==> src/rtl/btb_pkg.sv <==
// Package: shared constants for the branch target buffer.
// Assumes a two-bit saturating counter whose upper bit is the prediction.
package btb_pkg;

    localparam int CTR_W = 2;

    localparam logic [CTR_W-1:0] CTR_STRONG_NT = 2'd0;
    localparam logic [CTR_W-1:0] CTR_WEAK_NT   = 2'd1;
    localparam logic [CTR_W-1:0] CTR_WEAK_T    = 2'd2;
    localparam logic [CTR_W-1:0] CTR_STRONG_T  = 2'd3;

    // Saturating step of a counter toward the resolved direction.
    function automatic logic [CTR_W-1:0] ctr_step(input logic [CTR_W-1:0] cur,
                                                  input logic             taken);
        logic [CTR_W-1:0] res;
        if (taken) begin
            res = (cur == CTR_STRONG_T) ? cur : cur + 1'b1;
        end else begin
            res = (cur == CTR_STRONG_NT) ? cur : cur - 1'b1;
        end
        return res;
    endfunction

endpackage

==> src/rtl/btb_pc_split.sv <==
// Module: splits a word-aligned address into slot index and tag.
// Assumes bits [1:0] are byte offsets and carry no branch identity.
module btb_pc_split #(
    parameter int PC_W  = 32,
    parameter int IDX_W = 4,
    localparam int TAG_W = PC_W - 2 - IDX_W
) (
    input  logic [PC_W-1:0]  pc,
    output logic [IDX_W-1:0] idx,
    output logic [TAG_W-1:0] tag
);

    logic low_bits_unused;

    // Slice the address into index and tag fields.
    always_comb begin
        idx = pc[IDX_W+1:2];
        tag = pc[PC_W-1:IDX_W+2];
    end

    assign low_bits_unused = ^pc[1:0];

endmodule

==> src/rtl/btb_ctr_train.sv <==
// Module: computes the counter value to write on a resolved branch.
// Assumes a miss only ever writes when the branch was taken (allocation).
module btb_ctr_train
    import btb_pkg::*;
(
    input  logic             upd_hit,
    input  logic             upd_taken,
    input  logic [CTR_W-1:0] old_ctr,
    output logic [CTR_W-1:0] new_ctr
);

    // Train on hit, start weakly taken on allocation.
    always_comb begin
        if (upd_hit) begin
            new_ctr = ctr_step(old_ctr, upd_taken);
        end else begin
            new_ctr = CTR_WEAK_T;
        end
    end

endmodule

==> src/rtl/btb_store.sv <==
// Module: slot storage with one write port and two combinational read ports.
// Assumes only valid flags and counters need reset; tags and targets are
// never read while the slot is invalid.
module btb_store
    import btb_pkg::*;
#(
    parameter int PC_W  = 32,
    parameter int IDX_W = 4,
    localparam int TAG_W = PC_W - 2 - IDX_W,
    localparam int TGT_W = PC_W - 2,
    localparam int DEPTH = 1 << IDX_W
) (
    input  logic             clk,
    input  logic             rst_n,
    // write port
    input  logic             wr_en,
    input  logic             wr_tgt_en,
    input  logic [IDX_W-1:0] wr_idx,
    input  logic [TAG_W-1:0] wr_tag,
    input  logic [TGT_W-1:0] wr_tgt,
    input  logic [CTR_W-1:0] wr_ctr,
    // lookup read port
    input  logic [IDX_W-1:0] lk_idx,
    output logic             lk_valid,
    output logic [TAG_W-1:0] lk_tag,
    output logic [TGT_W-1:0] lk_tgt,
    output logic [CTR_W-1:0] lk_ctr,
    // update read port
    input  logic [IDX_W-1:0] up_idx,
    output logic             up_valid,
    output logic [TAG_W-1:0] up_tag,
    output logic [CTR_W-1:0] up_ctr
);

    logic [DEPTH-1:0] valid_all;
    logic [TAG_W-1:0] tag_all [DEPTH];
    logic [TGT_W-1:0] tgt_all [DEPTH];
    logic [CTR_W-1:0] ctr_all [DEPTH];

    for (genvar e = 0; e < DEPTH; e++) begin : g_slot
        logic             v_q;
        logic [TAG_W-1:0] t_q;
        logic [TGT_W-1:0] g_q;
        logic [CTR_W-1:0] c_q;
        logic             hit_me;

        assign hit_me = wr_en && (wr_idx == IDX_W'(e));

        // Hold one slot; clear valid and counter on reset, write on select.
        always_ff @(posedge clk) begin
            if (!rst_n) begin
                v_q <= 1'b0;
                c_q <= CTR_STRONG_NT;
            end else if (hit_me) begin
                v_q <= 1'b1;
                t_q <= wr_tag;
                c_q <= wr_ctr;
                if (wr_tgt_en) begin
                    g_q <= wr_tgt;
                end
            end
        end

        assign valid_all[e] = v_q;
        assign tag_all[e]   = t_q;
        assign tgt_all[e]   = g_q;
        assign ctr_all[e]   = c_q;
    end

    // Read the slot selected by the fetch address.
    always_comb begin
        lk_valid = valid_all[lk_idx];
        lk_tag   = tag_all[lk_idx];
        lk_tgt   = tgt_all[lk_idx];
        lk_ctr   = ctr_all[lk_idx];
    end

    // Read the slot selected by the resolving branch.
    always_comb begin
        up_valid = valid_all[up_idx];
        up_tag   = tag_all[up_idx];
        up_ctr   = ctr_all[up_idx];
    end

    AST_RESET_CLEARS: assert property (@(posedge clk) disable iff (!rst_n)
        $rose(rst_n) |-> (valid_all == '0));

    AST_ALLOC_WEAK: assert property (@(posedge clk) disable iff (!rst_n)
        (wr_en && !valid_all[wr_idx]) |=> (ctr_all[$past(wr_idx)] == CTR_WEAK_T));

    AST_SAT_HIGH: assert property (@(posedge clk) disable iff (!rst_n)
        (wr_en && valid_all[wr_idx] && (tag_all[wr_idx] == wr_tag) && wr_tgt_en
         && (ctr_all[wr_idx] == CTR_STRONG_T))
        |=> (ctr_all[$past(wr_idx)] == CTR_STRONG_T));

    AST_NO_SPURIOUS_VALID: assert property (@(posedge clk) disable iff (!rst_n)
        !wr_en |=> $stable(valid_all));

endmodule

==> src/rtl/btb_top.sv <==
// Module: direct-mapped branch target buffer with per-slot 2-bit counters.
// Lookup is combinational from fetch_pc; the update port writes on the
// rising edge. Assumes word-aligned addresses and one update per cycle.
module btb_top
    import btb_pkg::*;
#(
    parameter int PC_W  = 32,
    parameter int IDX_W = 4
) (
    input  logic            clk,
    input  logic            rst_n,
    input  logic [PC_W-1:0] fetch_pc,
    output logic            lk_hit,
    output logic            lk_taken,
    output logic [PC_W-1:0] next_pc,
    input  logic            upd_valid,
    input  logic [PC_W-1:0] upd_pc,
    input  logic [PC_W-1:0] upd_target,
    input  logic            upd_taken
);

    localparam int TAG_W = PC_W - 2 - IDX_W;
    localparam int TGT_W = PC_W - 2;

    logic [IDX_W-1:0] f_idx, u_idx;
    logic [TAG_W-1:0] f_tag, u_tag;
    logic             s_lk_valid, s_up_valid;
    logic [TAG_W-1:0] s_lk_tag, s_up_tag;
    logic [TGT_W-1:0] s_lk_tgt;
    logic [CTR_W-1:0] s_lk_ctr, s_up_ctr;
    logic             upd_hit;
    logic             wr_en;
    logic [CTR_W-1:0] wr_ctr;
    logic [PC_W-1:0]  seq_pc;
    logic             tgt_low_unused;

    btb_pc_split #(.PC_W(PC_W), .IDX_W(IDX_W)) u_split_fetch (
        .pc (fetch_pc),
        .idx(f_idx),
        .tag(f_tag)
    );

    btb_pc_split #(.PC_W(PC_W), .IDX_W(IDX_W)) u_split_upd (
        .pc (upd_pc),
        .idx(u_idx),
        .tag(u_tag)
    );

    btb_store #(.PC_W(PC_W), .IDX_W(IDX_W)) u_store (
        .clk      (clk),
        .rst_n    (rst_n),
        .wr_en    (wr_en),
        .wr_tgt_en(upd_taken),
        .wr_idx   (u_idx),
        .wr_tag   (u_tag),
        .wr_tgt   (upd_target[PC_W-1:2]),
        .wr_ctr   (wr_ctr),
        .lk_idx   (f_idx),
        .lk_valid (s_lk_valid),
        .lk_tag   (s_lk_tag),
        .lk_tgt   (s_lk_tgt),
        .lk_ctr   (s_lk_ctr),
        .up_idx   (u_idx),
        .up_valid (s_up_valid),
        .up_tag   (s_up_tag),
        .up_ctr   (s_up_ctr)
    );

    btb_ctr_train u_train (
        .upd_hit  (upd_hit),
        .upd_taken(upd_taken),
        .old_ctr  (s_up_ctr),
        .new_ctr  (wr_ctr)
    );

    assign tgt_low_unused = ^upd_target[1:0];

    // Decide whether the resolving branch writes: train on hit, allocate on taken miss.
    always_comb begin
        upd_hit = s_up_valid && (s_up_tag == u_tag);
        wr_en   = upd_valid && (upd_hit || upd_taken);
    end

    // Form the prediction from the selected slot.
    always_comb begin
        seq_pc   = fetch_pc + PC_W'(4);
        lk_hit   = s_lk_valid && (s_lk_tag == f_tag);
        lk_taken = lk_hit && s_lk_ctr[CTR_W-1];
        next_pc  = lk_taken ? {s_lk_tgt, 2'b00} : seq_pc;
    end

    AST_TAKEN_NEEDS_HIT: assert property (@(posedge clk) disable iff (!rst_n)
        lk_taken |-> lk_hit);

    AST_MISS_SEQUENTIAL: assert property (@(posedge clk) disable iff (!rst_n)
        !lk_hit |-> (next_pc == fetch_pc + PC_W'(4)));

    AST_NT_MISS_NO_WRITE: assert property (@(posedge clk) disable iff (!rst_n)
        (upd_valid && !upd_taken && !upd_hit) |-> !wr_en);

    AST_TARGET_ALIGNED: assert property (@(posedge clk) disable iff (!rst_n)
        lk_taken |-> (next_pc[1:0] == 2'b00));

endmodule

==> config.mk <==
export PLATFORM = sky130hd
export DESIGN_NAME = btb_top
export DESIGN_NICKNAME = d
export VERILOG_FILES = /design/src/rtl/btb_pkg.sv /design/src/rtl/btb_pc_split.sv /design/src/rtl/btb_ctr_train.sv /design/src/rtl/btb_store.sv /design/src/rtl/btb_top.sv
export SDC_FILE = /design/constraint.sdc
export NUM_CORES = 1
export LEC_CHECK = 0
export CORE_UTILIZATION = 58
export DETAILED_ROUTE_END_ITERATION = 12
export DONT_BUFFER_PORTS = 1
export PLACE_DENSITY_LB_ADDON = 0.2
export SYNTH_ARGS = -nofsm -noshare
export SYNTH_HDL_FRONTEND = slang
export SYNTH_HIERARCHICAL = 1
export SYNTH_SLANG_ARGS = --single-unit
export TNS_END_PERCENT = 5
==> constraint.sdc <==
create_clock -name clk -period 5.5 [get_ports clk]
set_input_delay 0 -clock clk [delete_from_list [all_inputs] [get_ports clk]]
set_output_delay 0 -clock clk [all_outputs]
set_load 0.1 [all_outputs]
After elaboration in Yosys (flattened, before gate mapping)
Cells that the tools add are included.

Word-level logic and storage cells: 170. Register bits after elaboration: 944. Output and inout port bits: 34. Bits of input ports: 100.

Magnitude comparators: 4. Bitwise gates (word level): 2. Mux-type cells: 24. Equal/unequal tests: 18. Reductions and logical operators: 55. Add/sub/neg operators: 3.

Operator list (count): binary-select mux 26 bit (select 4 bit) (2); binary-select mux 30 bit (select 4 bit) (1); two-way mux 26 bit (4); two-way mux 30 bit (2); equality test 26 bit (2); AND reduction 3 bit (16); adder 32 x 3 -> 32 bit (second input constant) (1); equality test 4 bit (second input constant) (8); two-way mux 32 bit (1); AND reduction 2 bit (16); logical AND 1 bit (20); binary-select mux 2 bit (select 4 bit) (2); equality test 4 x 3 -> 1 bit (second input constant) (4); two-way mux 2 bit (8); >= comparator 5 bit (second input constant) (2); < comparator 4 x 5 -> 1 bit (second input constant) (2); inverter 4 -> 5 bit (2); binary-select mux 1 bit (select 4 bit) (2); equality test 4 x 2 -> 1 bit (second input constant) (2); equality test 4 x 1 -> 1 bit (second input constant) (1); logical NOT 4 bit (1); adder 2 x 1 -> 2 bit (second input constant) (1); equality test 2 bit (second input constant) (1); logical NOT 2 bit (1); 3 further kinds (4).

Longest topological paths before layout
Depth after elaboration: 10. Depth in mapped cells: 17. Depth with buffers taken out: 11.

Cells and area by module
Netlist, hierarchy kept.

By module, submodules not included: btb_store (cells each 1896, area an instance 39230.1 sq um, seq. area each 27866.7 sq um, instances 1); btb_top (cells each 190, area an instance 1644.1 sq um, seq. area each 0.0 sq um, instances 1); btb_pc_split (cells each 30, area an instance 225.2 sq um, seq. area each 0.0 sq um, instances 2); btb_ctr_train (cells each 6, area an instance 30.0 sq um, seq. area each 0.0 sq um, instances 1).

Least setup slack after synthesis
No wires, ideal clock.

Kind: input to register. Start point: input port upd_pc[2]. End point: register u_store.g_slot[0].g_q[0], enable pin. Data required time: 5.046 ns. Arrival: 5.506 ns. Library setup time: 0.454 ns. Stages: 14. Slack: -0.461 ns. Cell sequence: buf_4 > buf_2 > buf_2 > mux4_2 > a22oi_1 > nand2_1 > xnor2_1 > nand4_1 > or4_1 > nor4_2 > o21a_1 > or3b_2 > clkbuf_1 > nor3_1.

Word-level cells in the longest chain between the ends: 10. Elaborated cells between the ends (all ways): 13. Those cells by class: eq/ne (1); mux (5); bitwise (1); reduce/logical (6).

Ends and longest elaborated chain: start, declared (RTL line btb_top.sv:17) `input logic [PC_W-1:0] upd_pc,`; inverter 4 -> 5 bit (implied by the code) (RTL line btb_store.sv:81) `up_tag = tag_all[up_idx];`; binary-select mux 26 bit (select 4 bit) (RTL line btb_store.sv:81); two-way mux 26 bit (implied by the code) (2 in a row) (RTL line btb_store.sv:81); via s_up_tag[17] (RTL line btb_top.sv:28) `logic [TAG_W-1:0] s_lk_tag, s_up_tag;`; equality test 26 bit (RTL line btb_top.sv:80) `upd_hit = s_up_valid && (s_up_tag == u_tag);`; logical AND 1 bit (RTL line btb_top.sv:80); via upd_hit (RTL line btb_top.sv:31) `logic upd_hit;`; logical OR 1 bit (RTL line btb_top.sv:81) `wr_en = upd_valid && (upd_hit || upd_taken);`; logical AND 1 bit (RTL line btb_top.sv:81); via wr_en (RTL line btb_top.sv:32) `logic wr_en;`; logical AND 1 bit (RTL line btb_store.sv:47) `assign hit_me = wr_en && (wr_idx == IDX_W'(e));`; AND reduction 3 bit (no line); end signal, assigned (RTL line btb_store.sv:59) `g_q <= wr_tgt;`; end, declared (RTL line btb_store.sv:43) `logic [TGT_W-1:0] g_q;`.

The timed path passes the listed nets, and every way through them passes these cells. The select of a mux whose other input is x is not followed. A chain may end at the register's enable or synchronous reset.

Worst setup path in the final report
Start point: register u_store.g_slot[3].t_q[12]. End point: output port next_pc[28].

Word-level cells in the longest chain between the ends: 7.

Ends and longest elaborated chain: start, declared (RTL line btb_store.sv:42) `logic [TAG_W-1:0] t_q;`; start signal, assigned (RTL line btb_store.sv:56) `t_q <= wr_tag;`; binary-select mux 26 bit (select 4 bit) (RTL line btb_store.sv:73) `lk_tag = tag_all[lk_idx];`; two-way mux 26 bit (implied by the code) (2 in a row) (RTL line btb_store.sv:73); via s_lk_tag[12] (RTL line btb_top.sv:28); equality test 26 bit (RTL line btb_top.sv:87) `lk_hit = s_lk_valid && (s_lk_tag == f_tag);`; logical AND 1 bit (RTL line btb_top.sv:87); logical AND 1 bit (RTL line btb_top.sv:88) `lk_taken = lk_hit && s_lk_ctr[CTR_W-1];`; two-way mux 32 bit (RTL line btb_top.sv:89) `next_pc = lk_taken ? {s_lk_tgt, 2'b00} : seq_pc;`; end, declared (RTL line btb_top.sv:15) `output logic [PC_W-1:0] next_pc,`.

The timed path passes the listed nets, and every way through them passes these cells. The select of a mux whose other input is x is not followed.

==> flow_metrics.tcl <==
set metrics [dict create \
    cts_num_sinks 944 \
    synth.avg_cell_area_um2 19.2 \
    syn2layout_area_growth_pct 11.2 \
    grt_pass1_vias 22500 \
    drt_first_pass_iters 7 \
    end_kind "output pin" \
    die_area_um2 72200 \
    io_pins 134 \
    n_antenna_cell 0 \
    hold_path_class "in -> reg" \
    clockBufferDepth 3 \
    root_buffer "clkbuf_16" \
    hold_viol 0 \
    gp_congestion 0.789 \
    skew_ns 0.0249 \
    worstSetupPathType "reg -> out" \
    clkLatencyLatePin_ns 0.67 \
    p_leak_nw 14.4 \
    grt_max_degree 237 \
    coreArea_um2 70100 \
    slew_headroom_pct 26.2 \
    status "finished clean" \
    port_buffers 0 \
    ant_nets 0 \
    wl_per_cell_um 32.9 \
    worstPathRequired_ns 5.50 \
    cts_resized 0 \
    antenna_found_initial 2 \
    clk_pin_slew_ns 0.06 \
    tritoncts "done" \
    mappedNetlistNets 2246 \
    slowest_delay_ns 0.76 \
    crit_slowest_cell "nand3_2" \
    ctsHoldBuffers 69 \
    hpwl_mm 54.6 \
    setup_viol 0 \
    wl_mm 104 \
    post_cts_buffers 0 \
    fin_nets 2257 \
    dp.cells 2931 \
    drtIter0Drc 2342 \
    setup_ws_ns 0.747 \
    yosys_warnings 6 \
    cp-start-kind "flop" \
    syn_inst 2145 \
    crit_arrival_ns 4.75 \
    drive_gt1_share_pct 27.7 \
    powerDensity_nw_per_um2 325 \
    cp_max_fo 20 \
    die_w_um 269 \
    min_period_over_period_pct 86.4 \
    ir_worst_vdd_mv 0.320 \
    pre_cts_ws_ns 0.863 \
    drv_slew 0 \
    via_per_inst 6.91 \
    maxCapViolCount 0 \
    syn_area_um2 41200 \
    rows 97 \
    grt_pass1_wl_mm 150 \
    htreeDepth 3 \
    layout_min_cycle_time_ns 4.75 \
    drc 0 \
    worstPathCellList "mux4_2, a22oi_1, nand2_1, xnor2_1, nand3_1, nor3_1, nand3_2, buf_4, mux2_4" \
    numCtsBuffers 94 \
    finalNonFillerCells 3171 \
    max_freq_mhz 210 \
    start_util_pct 58.8 \
    rsz0062_at_grt "no" \
    worst_slew_pin_slew_ns 1.10 \
    track_usage_pct 29.6 \
    num_vias 21900 \
    die_h_um 269 \
    grt_overflow 0 \
]
## metal layers
layer	routed length (um)	up-vias	global-route usage, %	part of all wire (%)
met1	37900	11600	38.4	36
li1	-	8930	-	-
met5	27	-	0	0.026
met2	52900	1092	49.2	51
met4	4060	4	11.7	3.9
met3	9310	246	6.30	8.9
## per-stage QoR
step	cell area (um2)	util (%)	setup TNS, ns	power [mW]	hold slack, ns
floorplan	41200	-	-69.84	8.84	0.0989
global placement	42300	60.3	0	8.86	0.0994
detailed placement	42300	60.3	0	8.87	0.0993
CTS	45900	65.4	0	15.0	0.000770
global route	45900	65.4	0	15.3	0.0623
finish	45900	65.4	0	14.9	0.0449
## final timing paths
check | startpoint | end | slack (ns) | cells after the start
max | u_store/g_slot[3].t_q[12] | next_pc[28] | 0.75 | 9
min | upd_taken | u_store/g_slot[12].c_q[0] | 0.04 | 4
max reg2reg | u_store/g_slot[8].t_q[23] | u_store/g_slot[13].c_q[0] | 0.75 | 14
min reg2reg | u_store/g_slot[1].c_q[0] | u_store/g_slot[1].c_q[0] | 0.48 | 2
## placed cells by master (no fill, tap or decap), types with 25 or more instances in the layout
| master | n |
|---|---|
| a21boi_0 | 31 |
| a22oi_1 | 174 |
| buf_12 | 37 |
| buf_4 | 26 |
| clkbuf_16 | 95 |
| clkinv_1 | 25 |
| dfxtp_1 | 48 |
| dlygate4sd3_1 | 68 |
| edfxtp_1 | 896 |
| mux2_4 | 26 |
| mux4_2 | 348 |
| nand2_1 | 97 |
| nand3_1 | 45 |
| o21ai_0 | 32 |
| xnor2_1 | 76 |
## cell type report
type | count | area [um2]
repair buffers | 131 | 1620
well taps | 940 | 1180
multi-input cells | 979 | 12300
inverters | 6 | 22.5
flip-flops and latches | 944 | 27900
fillers | 4663 | 24300
clock inverters | 57 | 440
clock buffers | 114 | 2450
## power breakdown
group / switching [mW] / internal (mW)
Sequential: 0.0140 / 7.90
Combinational: 0.529 / 0.410
Clock: 2.69 / 3.37
Total: 3.24 / 11.7
## registers in the layout, indices dropped and copies added (netlist names)
name	cells
u_store/g_slot.c_q	32
u_store/g_slot.g_q	480
u_store/g_slot.t_q	416
u_store/g_slot.v_q	16
## worst max-delay path, delay by kind of cell, from the launching register on
| kind | cells | cell delay, ns |
|---|---|---|
| xor gates and xnor gates | 1 | 0.21 |
| muxes | 2 | 0.99 |
| buffers and inverters | 1 | 0.52 |
| and+or+nand+nor | 4 | 1.65 |
| DFF | 1 | 0.41 |
| AOI/OAI and AO/OA | 1 | 0.28 |
Power figures use the tool's default switching activity.
